<file path="config.mk">
export PLATFORM = sky130hd
export DESIGN_NAME = ring_addr_gen
export DESIGN_NICKNAME = d
export VERILOG_FILES = /design/src/rtl/ring_addr_gen_pkg.sv /design/src/rtl/ring_addr_gen_size_dec.sv /design/src/rtl/ring_addr_gen_ptr.sv /design/src/rtl/ring_addr_gen_compose.sv /design/src/rtl/ring_addr_gen.sv
export SDC_FILE = /design/constraint.sdc
export NUM_CORES = 1
export LEC_CHECK = 0
export CORE_MARGIN = 1
export CORE_UTILIZATION = 36
export DETAILED_ROUTE_END_ITERATION = 8
export HOLD_SLACK_MARGIN = 0.03
export PLACE_DENSITY_LB_ADDON = 0.25
export SETUP_SLACK_MARGIN = 0.3
export SLEW_MARGIN = 20
export SYNTH_ARGS = -nofsm -noshare
export SYNTH_HDL_FRONTEND = slang
export SYNTH_SLANG_ARGS = --single-unit
</file>
<file path="constraint.sdc">
create_clock -name clk -period 8.1 [get_ports clk]
set_input_delay 1.62 -clock clk [delete_from_list [all_inputs] [get_ports clk]]
set_output_delay 1.62 -clock clk [all_outputs]
set_load 0.01 [all_outputs]
</file>
<file path="src/rtl/ring_addr_gen_pkg.sv">
package ring_addr_gen_pkg;
  typedef enum logic [2:0] {
    OP_IDLE,
    OP_CFG,
    OP_COMMIT,
    OP_LOAD,
    OP_WR,
    OP_RD,
    OP_SPEC
  } rag_op_e;
endpackage

</file>
<file path="src/rtl/ring_addr_gen_size_dec.sv">
module ring_addr_gen_size_dec #(
  parameter int CODE_W   = 3,
  parameter int MIN_LOG2 = 5,
  parameter int PTR_W    = 11
) (
  input  logic [CODE_W-1:0] code,
  output logic [PTR_W-1:0]  mask,
  output logic [PTR_W:0]    cap,
  output logic              linear
);
  localparam logic [CODE_W-1:0] LIN_CODE = '1;

  assign linear = (code == LIN_CODE);

  // one mask bit per offset bit: set when the bit lies below the boundary
  for (genvar i = 0; i < PTR_W; i++) begin : g_mask
    assign mask[i] = linear || (i < (MIN_LOG2 + int'(code)));
  end

  assign cap = {1'b0, mask} + (PTR_W+1)'(1);
endmodule

</file>
<file path="src/rtl/ring_addr_gen_ptr.sv">
module ring_addr_gen_ptr #(
  parameter int W = 11
) (
  input  logic         clk,
  input  logic         rst_n,
  input  logic         clr,
  input  logic         ld,
  input  logic [W-1:0] ld_val,
  input  logic         inc,
  input  logic [W-1:0] mask,
  output logic [W-1:0] q
);
  logic [W-1:0] q_nxt;

  always_comb begin
    q_nxt = q;
    if (clr)      q_nxt = '0;
    else if (ld)  q_nxt = ld_val & mask;
    else if (inc) q_nxt = (q + W'(1)) & mask;
  end

  always_ff @(posedge clk or negedge rst_n) begin
    if (!rst_n) q <= '0;
    else        q <= q_nxt;
  end
endmodule

</file>
<file path="src/rtl/ring_addr_gen_compose.sv">
module ring_addr_gen_compose #(
  parameter int ADDR_W   = 20,
  parameter int PTR_W    = 11,
  parameter int BASE_LSB = 4
) (
  input  logic [ADDR_W-1:BASE_LSB] base,
  input  logic [PTR_W-1:0]         ptr,
  input  logic [PTR_W-1:0]         mask,
  input  logic                     linear,
  output logic [ADDR_W-1:0]        addr
);
  logic [ADDR_W-1:0] base_full;
  logic [ADDR_W-1:0] mask_w;
  logic [ADDR_W-1:0] ptr_w;

  assign base_full = {base, {BASE_LSB{1'b0}}};
  assign mask_w    = ADDR_W'(mask);
  assign ptr_w     = ADDR_W'(ptr);

  always_comb begin
    if (linear) addr = base_full + ptr_w;
    else        addr = (base_full & ~mask_w) | (ptr_w & mask_w);
  end
endmodule

</file>
<file path="src/rtl/ring_addr_gen.sv">
module ring_addr_gen #(
  parameter int ADDR_W   = 20,
  parameter int CODE_W   = 3,
  parameter int MIN_LOG2 = 5,
  parameter int BASE_LSB = 4,
  localparam int PTR_W   = MIN_LOG2 + (1 << CODE_W) - 2,
  localparam int CNT_W   = PTR_W + 1
) (
  input  logic                     clk,
  input  logic                     rst_n,
  input  logic                     cfg_we,
  input  logic [CODE_W-1:0]        cfg_size,
  input  logic                     base_we,
  input  logic [ADDR_W-1:BASE_LSB] base_din,
  input  logic                     wr_req,
  input  logic                     rd_req,
  input  logic                     spec_req,
  input  logic                     tmp_load,
  input  logic                     tmp_commit,
  output logic [ADDR_W-1:0]        acc_addr,
  output logic                     acc_vld,
  output logic [CNT_W-1:0]         fill,
  output logic                     full,
  output logic                     empty,
  output logic                     err
);
  import ring_addr_gen_pkg::*;

  localparam logic [CODE_W-1:0] RST_CODE = CODE_W'((1 << CODE_W) - 2);

  logic [CODE_W-1:0]        size_q;
  logic [ADDR_W-1:BASE_LSB] base_q;
  logic [CNT_W-1:0]         cnt_q, cnt_nxt;
  logic [CNT_W-1:0]         spec_q, spec_nxt;
  logic                     err_q;
  logic [PTR_W-1:0]         mask;
  logic [CNT_W-1:0]         cap;
  logic                     linear;
  logic [PTR_W-1:0]         wr_q, rd_q, tmp_q, sel_ptr;
  logic [ADDR_W-1:0]        comp_addr;
  rag_op_e                  op;
  logic                     refuse;
  logic                     clr_all;

  ring_addr_gen_size_dec #(.CODE_W(CODE_W), .MIN_LOG2(MIN_LOG2), .PTR_W(PTR_W)) u_dec (
    .code(size_q), .mask(mask), .cap(cap), .linear(linear)
  );

  assign full  = (cnt_q == cap);
  assign empty = (cnt_q == '0);

  // single operation per cycle, fixed priority
  always_comb begin
    op     = OP_IDLE;
    refuse = 1'b0;
    if (cfg_we)          op = OP_CFG;
    else if (tmp_commit) op = OP_COMMIT;
    else if (tmp_load)   op = OP_LOAD;
    else if (wr_req) begin
      if (!full) op = OP_WR;
      else       refuse = 1'b1;
    end else if (rd_req) begin
      if (!empty && spec_q == '0) op = OP_RD;
      else                        refuse = 1'b1;
    end else if (spec_req) begin
      if (spec_q < cnt_q) op = OP_SPEC;
      else                refuse = 1'b1;
    end
  end

  assign clr_all = (op == OP_CFG);

  ring_addr_gen_ptr #(.W(PTR_W)) u_wr_ptr (
    .clk(clk), .rst_n(rst_n), .clr(clr_all), .ld(1'b0), .ld_val('0),
    .inc(op == OP_WR), .mask(mask), .q(wr_q)
  );

  ring_addr_gen_ptr #(.W(PTR_W)) u_rd_ptr (
    .clk(clk), .rst_n(rst_n), .clr(clr_all), .ld(op == OP_COMMIT), .ld_val(tmp_q),
    .inc(op == OP_RD), .mask(mask), .q(rd_q)
  );

  ring_addr_gen_ptr #(.W(PTR_W)) u_tmp_ptr (
    .clk(clk), .rst_n(rst_n), .clr(clr_all), .ld(op == OP_LOAD), .ld_val(rd_q),
    .inc(op == OP_SPEC), .mask(mask), .q(tmp_q)
  );

  always_comb begin
    cnt_nxt  = cnt_q;
    spec_nxt = spec_q;
    unique case (op)
      OP_CFG:    begin cnt_nxt = '0;               spec_nxt = '0; end
      OP_COMMIT: begin cnt_nxt = cnt_q - spec_q;   spec_nxt = '0; end
      OP_LOAD:   spec_nxt = '0;
      OP_WR:     cnt_nxt = cnt_q + CNT_W'(1);
      OP_RD:     cnt_nxt = cnt_q - CNT_W'(1);
      OP_SPEC:   spec_nxt = spec_q + CNT_W'(1);
      default:   ;
    endcase
  end

  always_ff @(posedge clk or negedge rst_n) begin
    if (!rst_n) begin
      size_q <= RST_CODE;
      base_q <= '0;
      cnt_q  <= '0;
      spec_q <= '0;
      err_q  <= 1'b0;
    end else begin
      if (op == OP_CFG) size_q <= cfg_size;
      if (base_we)      base_q <= base_din;
      cnt_q  <= cnt_nxt;
      spec_q <= spec_nxt;
      if (refuse)       err_q <= 1'b1;
    end
  end

  always_comb begin
    unique case (op)
      OP_WR:   sel_ptr = wr_q;
      OP_RD:   sel_ptr = rd_q;
      OP_SPEC: sel_ptr = tmp_q;
      default: sel_ptr = '0;
    endcase
  end

  ring_addr_gen_compose #(.ADDR_W(ADDR_W), .PTR_W(PTR_W), .BASE_LSB(BASE_LSB)) u_comp (
    .base(base_q), .ptr(sel_ptr), .mask(mask), .linear(linear), .addr(comp_addr)
  );

  assign acc_vld  = (op == OP_WR) || (op == OP_RD) || (op == OP_SPEC);
  assign acc_addr = acc_vld ? comp_addr : '0;
  assign fill     = cnt_q;
  assign err      = err_q;
endmodule

</file>
==> out/qor.yml, run 1 <==
die:
  ios: 64
  start_util_pct: 37.22
  rows: 49
  fp.dieH_um: 139.0
  dieArea_mm2: 0.01931
  core_mm2: 0.01815
  dieWidth_um: 139.0
clocking:
  cts_hold_buf: 0
  clock_path_buffers: 2
  numClockSinks: 77
  numCtsBuffers: 9
  clockRootBuffer: "clkbuf_16"
  clock_latency_ns: 0.35
  clkSlewWorstSetupHoldPaths_ns: 0.07
  h-tree-depth: 3
  cts_tree: "built"
power_and_ir_drop:
  ir_drop_v: 0.0001016
  internal_power_mw: 0.8903
  p_per_area_mw_per_mm2: 167.4
  power_frac_comb_pct: 32.6
  p_switching_mw: 0.4749
  p_clk_share_pct: 33.3
  power_leakage_nw: 3.343
  netSwitchingFraction_pct: 34.79
  seq_power_share_pct: 34.1
drt:
  drtPass1Iterations: 8
  detail_route.wl_per_cell_um: 18.26
  ant_nets: 0
  viasPerCell: 5.880
  wirelength_mm: 20.77
  vias: 6686
  drtIter0Drc: 567
  remaining_drc_errors: 0
yosys:
  seq_area_frac_synth_pct: 28.57
  synth_top_area_share_pct: 27.79
  ys_ff_latch: 77
  yosys.area.top_type: "dfrtp_1"
  synth_fp_nets: 903
  yosysWarnings: 0
  avgSynthCellArea_um2: 8.079
  synthArstFlopShare_pct: 100.0
  synth_cells: 836
  synth_edf_count: 0
  synth_area_leaders: "dfrtp_1 28%, ha_1 6.7%, o21ai_0 6.1%, nand2_1 3.9%, a21oi_1 3.6%"
  synthFlopType: "dfrtp_1"
  netlist_top_cells_count: "82 x o21ai_0, 75 x dfrtp_1, 71 x nand2_1, 62 x nor2_1, 49 x a21oi_1"
  synth.distinct_cells: 69
  synth.most_common_cell: "o21ai_0"
  netlist_area_mm2: 0.006754
grt:
  antenna_found_initial: 0
  grt_overflow: 0
  grt_max_degree: 53
  grt_pass1_wl_mm: 32.51
  grtUsageTotal_pct: 21.31
  grt_pass1_vias: 5993
status:
  status: "finished, final reports clean"
worst_setup_path:
  cp_max_fo: 14
  worst_ep_required_time_ns: 6.48
  cp.arrival_ns: 6.00
  end_kind: "output pin"
  worstSetupStartpointType: "flop"
  criticalPathCategory: "reg2out"
sta:
  fmax_mhz: 131.3
  rsz0062_at_grt: "yes"
  fin_skew_ns: 0.007811
  hold_violations: 0
  max_slew_margin_pct: 35.42
  whs_ns: 0.4712
  layout_min_cycle_time_ns: 7.616
  tightest_slew_ns: 0.9666
  post-route-period-util_pct: 94.02
  slew_viol_final: 0
  setup_viol: 0
  setup_tns_ns: 0
place:
  routabilityCongestion: 0.8897
  port_buffers: 63
  dpl.hpwl_mm: 15.16
final_layout:
  drive_above_1_share_pct: 11.12
  antenna_cells: 0
  synthToLayoutAreaGrowth_pct: 20.75
  nets: 970
run:
  max_cap_violations: 0
min_path:
  min_path_type: "reg2reg"
[registers in the layout (all words and copies together) (netlist names)]
register     cells
base_q          16
err              1
fill            12
size_q           3
spec_q          12
u_rd_ptr.q      11
u_tmp_ptr.q     11
u_wr_ptr.q      11
[cells by family (layout without fill, tap and decap cells)]
family	count (synthesis)	after routing	share of synthesized area [%]
AND/OR/NAND/NOR	304	304	23.14
AO/OA/AOI/OAI	277	277	27.92
buffers and inverters	84	156	4.817
flip-flops	77	77	28.57
adder cells (fa/ha/maj)	39	39	7.558
multiplexers	30	30	4.761
XOR/XNOR	25	25	3.242
[power groups by stage]
stage	Sequential (mW)	Clock [mW]	Combinational, mW
after floorplan	0.456	0	0.292
after detailed placement	0.472	0	0.427
final	0.466	0.454	0.446
after global placement	0.472	0	0.426
after global routing	0.471	0.475	0.489
after CTS	0.466	0.460	0.432
[final timing paths]
kind / from / end / slack (ns) / depth (start not counted)
worst max-delay path: size_q[0] / acc_addr[17] / 0.48 / 25
worst min-delay path: err / err / 0.47 / 1
worst max register to register: size_q[0] / fill[2] / 3.75 / 17
worst min register to register: err / err / 0.47 / 1
max in group asynchronous: rst_n / spec_q[3] / 5.86 / 2
min in group asynchronous: rst_n / u_tmp_ptr.q[1] / 1.18 / 1
[what timing repair did]
action | CTS | global route
endpoints found under the setup margin | 12 | 12
buffers inserted | 3 | 10
pin swaps | 3 | 6
resized for setup | 7 | 13
[stage by stage]
step           instances  util (%)  instance area, um^2  power [mW]  setup slack (ns)
2_1_floorplan        836         -                 6754      0.7480             1.008
3_3_place_gp        1108     42.20                 7657      0.8984            0.4097
3_5_place_dp        1108     42.20                 7657      0.8992            0.2641
4_1_cts             1127     44.22                 8024       1.357            0.3118
5_1_grt             1137     44.94                 8155       1.435            0.2346
6_report            1137     44.94                 8155       1.365            0.4842
[critical path, cell delays in order (launching register included)]
cell             delay (ns)
dfrtp_2                0.44
ha_4                   0.19
ha_2                   0.33
buf_6                  0.15
nand3b_1               0.14
nor2_2                 0.19
inv_1                  0.09
ha_4                   0.19
nor3b_1                0.14
o211ai_1               0.19
a21oi_1                0.08
nand4b_1               0.23
a2111oi_4              0.40
nor2_4                 0.11
a222oi_1               0.31
buf_4                  0.19
inv_1                  0.04
ha_1                   0.26
a21o_1                 0.19
a21o_1                 0.21
a21oi_1                0.16
o21ai_0                0.11
a31oi_2                0.38
o21ai_0                0.18
mux2i_1                0.17
clkdlybuf4s50_1        0.55
[per-layer routing]
metal	GRT usage (%)	up-vias	part of all wire, %
met5	0	-	0
met4	6.082	0	1.8
met1	28.69	3203	46
met2	35.19	202	47
met3	3.349	23	5.7
li1	-	3258	-
[cells in the final DEF (no fill, tap or decap), types with 10 or more instances in the layout]
cell,count
clkdlybuf4s50_1,60
o22ai_1,10
mux2_2,17
o21ai_0,81
or2_2,12
o21a_1,12
nand3_1,21
nand2_1,70
dfrtp_1,74
a21o_1,14
nand2b_1,15
buf_4,32
o31ai_1,15
ha_1,33
and3_1,33
mux2i_1,13
nor2_1,57
nor3_1,28
xnor2_1,19
nor4_1,10
a21oi_1,49
inv_1,45
[cell type report]
| cell class | instances | area [um^2] |
|---|---|---|
| repair buffers | 95 | 877.1 |
| flip-flops and latches | 77 | 1931 |
| clock inverters | 4 | 72.57 |
| inverters | 45 | 168.9 |
| well taps | 229 | 286.5 |
| fillers | 1822 | 9992 |
| clock buffers | 12 | 246.5 |
| multi-input cells | 675 | 4573 |
(Power assumes the default switching activity.)
==> inputs of run 2 (changes only) <==
--- a/config.mk
+++ b/config.mk
@@ -5,6 +5,7 @@
 export SDC_FILE = /design/constraint.sdc
 export NUM_CORES = 1
 export LEC_CHECK = 0
+export CORE_ASPECT_RATIO = 1.1
 export CORE_MARGIN = 1
 export CORE_UTILIZATION = 36
 export DETAILED_ROUTE_END_ITERATION = 8
==> run 2 against run 1 <==
Compared with the run above:
- via count decreased by 0.36%
- first-iteration DRC count is 14% lower
- clock skew about the same
- die area about the same
- global-route usage grew 0.67 points
- critical path type unchanged
- largest cell class unchanged
- highest routed layer unchanged
==> out/qor.yml, run 2 (same netlist as run 1, synthesis figures left out) <==
clocking:
  cts_tree: "built"
  cts_hold_buf: 0
  clockRootBuffer: "clkbuf_16"
  numClockSinks: 77
  h-tree-depth: 3
  clock_latency_ns: 0.36
  numCtsBuffers: 9
  clkSlewWorstSetupHoldPaths_ns: 0.06
  clock_path_buffers: 2
grt:
  antenna_found_initial: 0
  grt_pass1_wl_mm: 33.45
  grt_max_degree: 78
  grt_overflow: 0
  grt_pass1_vias: 6250
  grtUsageTotal_pct: 21.98
sta:
  setup_tns_ns: 0
  rsz0062_at_grt: "yes"
  fmax_mhz: 132.8
  layout_min_cycle_time_ns: 7.530
  slew_viol_final: 0
  post-route-period-util_pct: 92.96
  setup_viol: 0
  max_slew_margin_pct: 38.56
  hold_violations: 0
  fin_skew_ns: 0.007636
  tightest_slew_ns: 0.9216
  setup_slack_ns: 0.5702
die:
  start_util_pct: 36.68
  core_mm2: 0.01841
  dieWidth_um: 132.6
  rows: 52
  dieArea_mm2: 0.01931
  fp.dieH_um: 145.7
  ios: 64
final_layout:
  drive_above_1_share_pct: 11.25
  largest_reg_flops: 16
  final_common_cell: "o21ai_0"
  final_cells: 1150
  final_cell_mix: "78 x o21ai_0, 74 x dfrtp_1, 70 x nand2_1"
  nets: 969
  final_cell_area_mm2: 0.008163
  antenna_cells: 0
  synthToLayoutAreaGrowth_pct: 20.86
  top_register: "base_q"
drt:
  viasPerCell: 5.793
  remaining_drc_errors: 0
  wirelength_mm: 20.95
  detail_route.wl_per_cell_um: 18.22
  drtPass1Iterations: 7
  ant_nets: 0
  drtIter0Drc: 490
  vias: 6662
place:
  port_buffers: 63
  placed_area_mm2: 0.007655
  dpl.hpwl_mm: 15.16
  post-place-ws_ns: 0.3399
  routabilityCongestion: 0.8814
  placed_cells: 1119
worst_setup_path:
  cp_max_fo: 8
  worst_ep_required_time_ns: 6.48
  cp.arrival_ns: 5.91
  end_kind: "output pin"
  worst-path-buf-inv: 4
  worstSetupStartpointType: "flop"
  path_delay_family: "compound AO/OA/AOI/OAI gates"
  max_stage_delay_ns: 0.55
  criticalPathCategory: "reg2out"
  slowest_stage: "clkdlybuf4s50_1"
power_and_ir_drop:
  power_leakage_nw: 3.387
  p_per_area_mw_per_mm2: 164.7
  ir_drop_v: 0.0001024
min_path:
  min_path_type: "reg2reg"
status:
  status: "finished, final reports clean"
run:
  max_cap_violations: 0
run 2: per-stage QoR:
step | hold WS, ns | util (%) | total power [mW]
6_report | 0.4753 | 44.33 | 1.344
5_1_grt | 0.4916 | 44.33 | 1.410
4_1_cts | 0.4828 | 43.53 | 1.338
3_5_place_dp | 0.4700 | 41.57 | 0.9017
3_3_place_gp | 0.4681 | 41.57 | 0.9008
2_1_floorplan | 0.4460 | - | 0.7480
run 2: power breakdown:
part           internal, mW  total, mW  switching (mW)
clock                 0.263      0.429           0.166
sequential            0.411      0.470          0.0591
combinational         0.200      0.444           0.244
total                 0.875       1.34           0.470
run 2: layout make-up:
class | count | area (um^2)
fillers | 1819 | 10250
multi-input cells | 675 | 4566
flip-flops and latches | 77 | 1931
repair buffers | 94 | 880.8
well taps | 243 | 304.0
clock buffers | 13 | 270.3
inverters | 45 | 168.9
clock inverters | 3 | 42.54
run 2: what timing repair did:
item                                    4_1_cts  5_1_grt
pin swaps                                     3        7
resized for setup                             7       18
cloned                                        0        0
endpoints found under the setup margin       12       12
endpoints found under the hold margin         0        0
buffers inserted                              2       13
run 2: per-layer routing:
metal,routed length (um),GRT usage [%],vias up
li1,-,-,3250
met5,0,0,-
met4,475,8.678,0
met3,896,2.194,28
met2,10050,36.71,164
met1,9529,29.12,3220
run 2: worst paths after layout:
check	slack, ns	cells after the start	start	to
worst max register to register	3.76	17	size_q[0]	fill[4]
min in group asynchronous	1.28	1	rst_n	u_tmp_ptr.q[2]
max in group asynchronous	6.23	1	rst_n	size_q[0]
worst max-delay path	0.57	25	size_q[0]	acc_addr[19]
worst min register to register	0.48	1	err	err
worst min-delay path	0.48	1	err	err
==> inputs of run 3 (changes only) <==
--- a/config.mk
+++ b/config.mk
@@ -6,7 +6,6 @@
 export NUM_CORES = 1
 export LEC_CHECK = 0
 export CORE_ASPECT_RATIO = 1.1
-export CORE_MARGIN = 1
 export CORE_UTILIZATION = 36
 export DETAILED_ROUTE_END_ITERATION = 8
 export HOLD_SLACK_MARGIN = 0.03
==> results of run 3 <==
No change in the layout: final DEF, timing and power equal those of run 2.
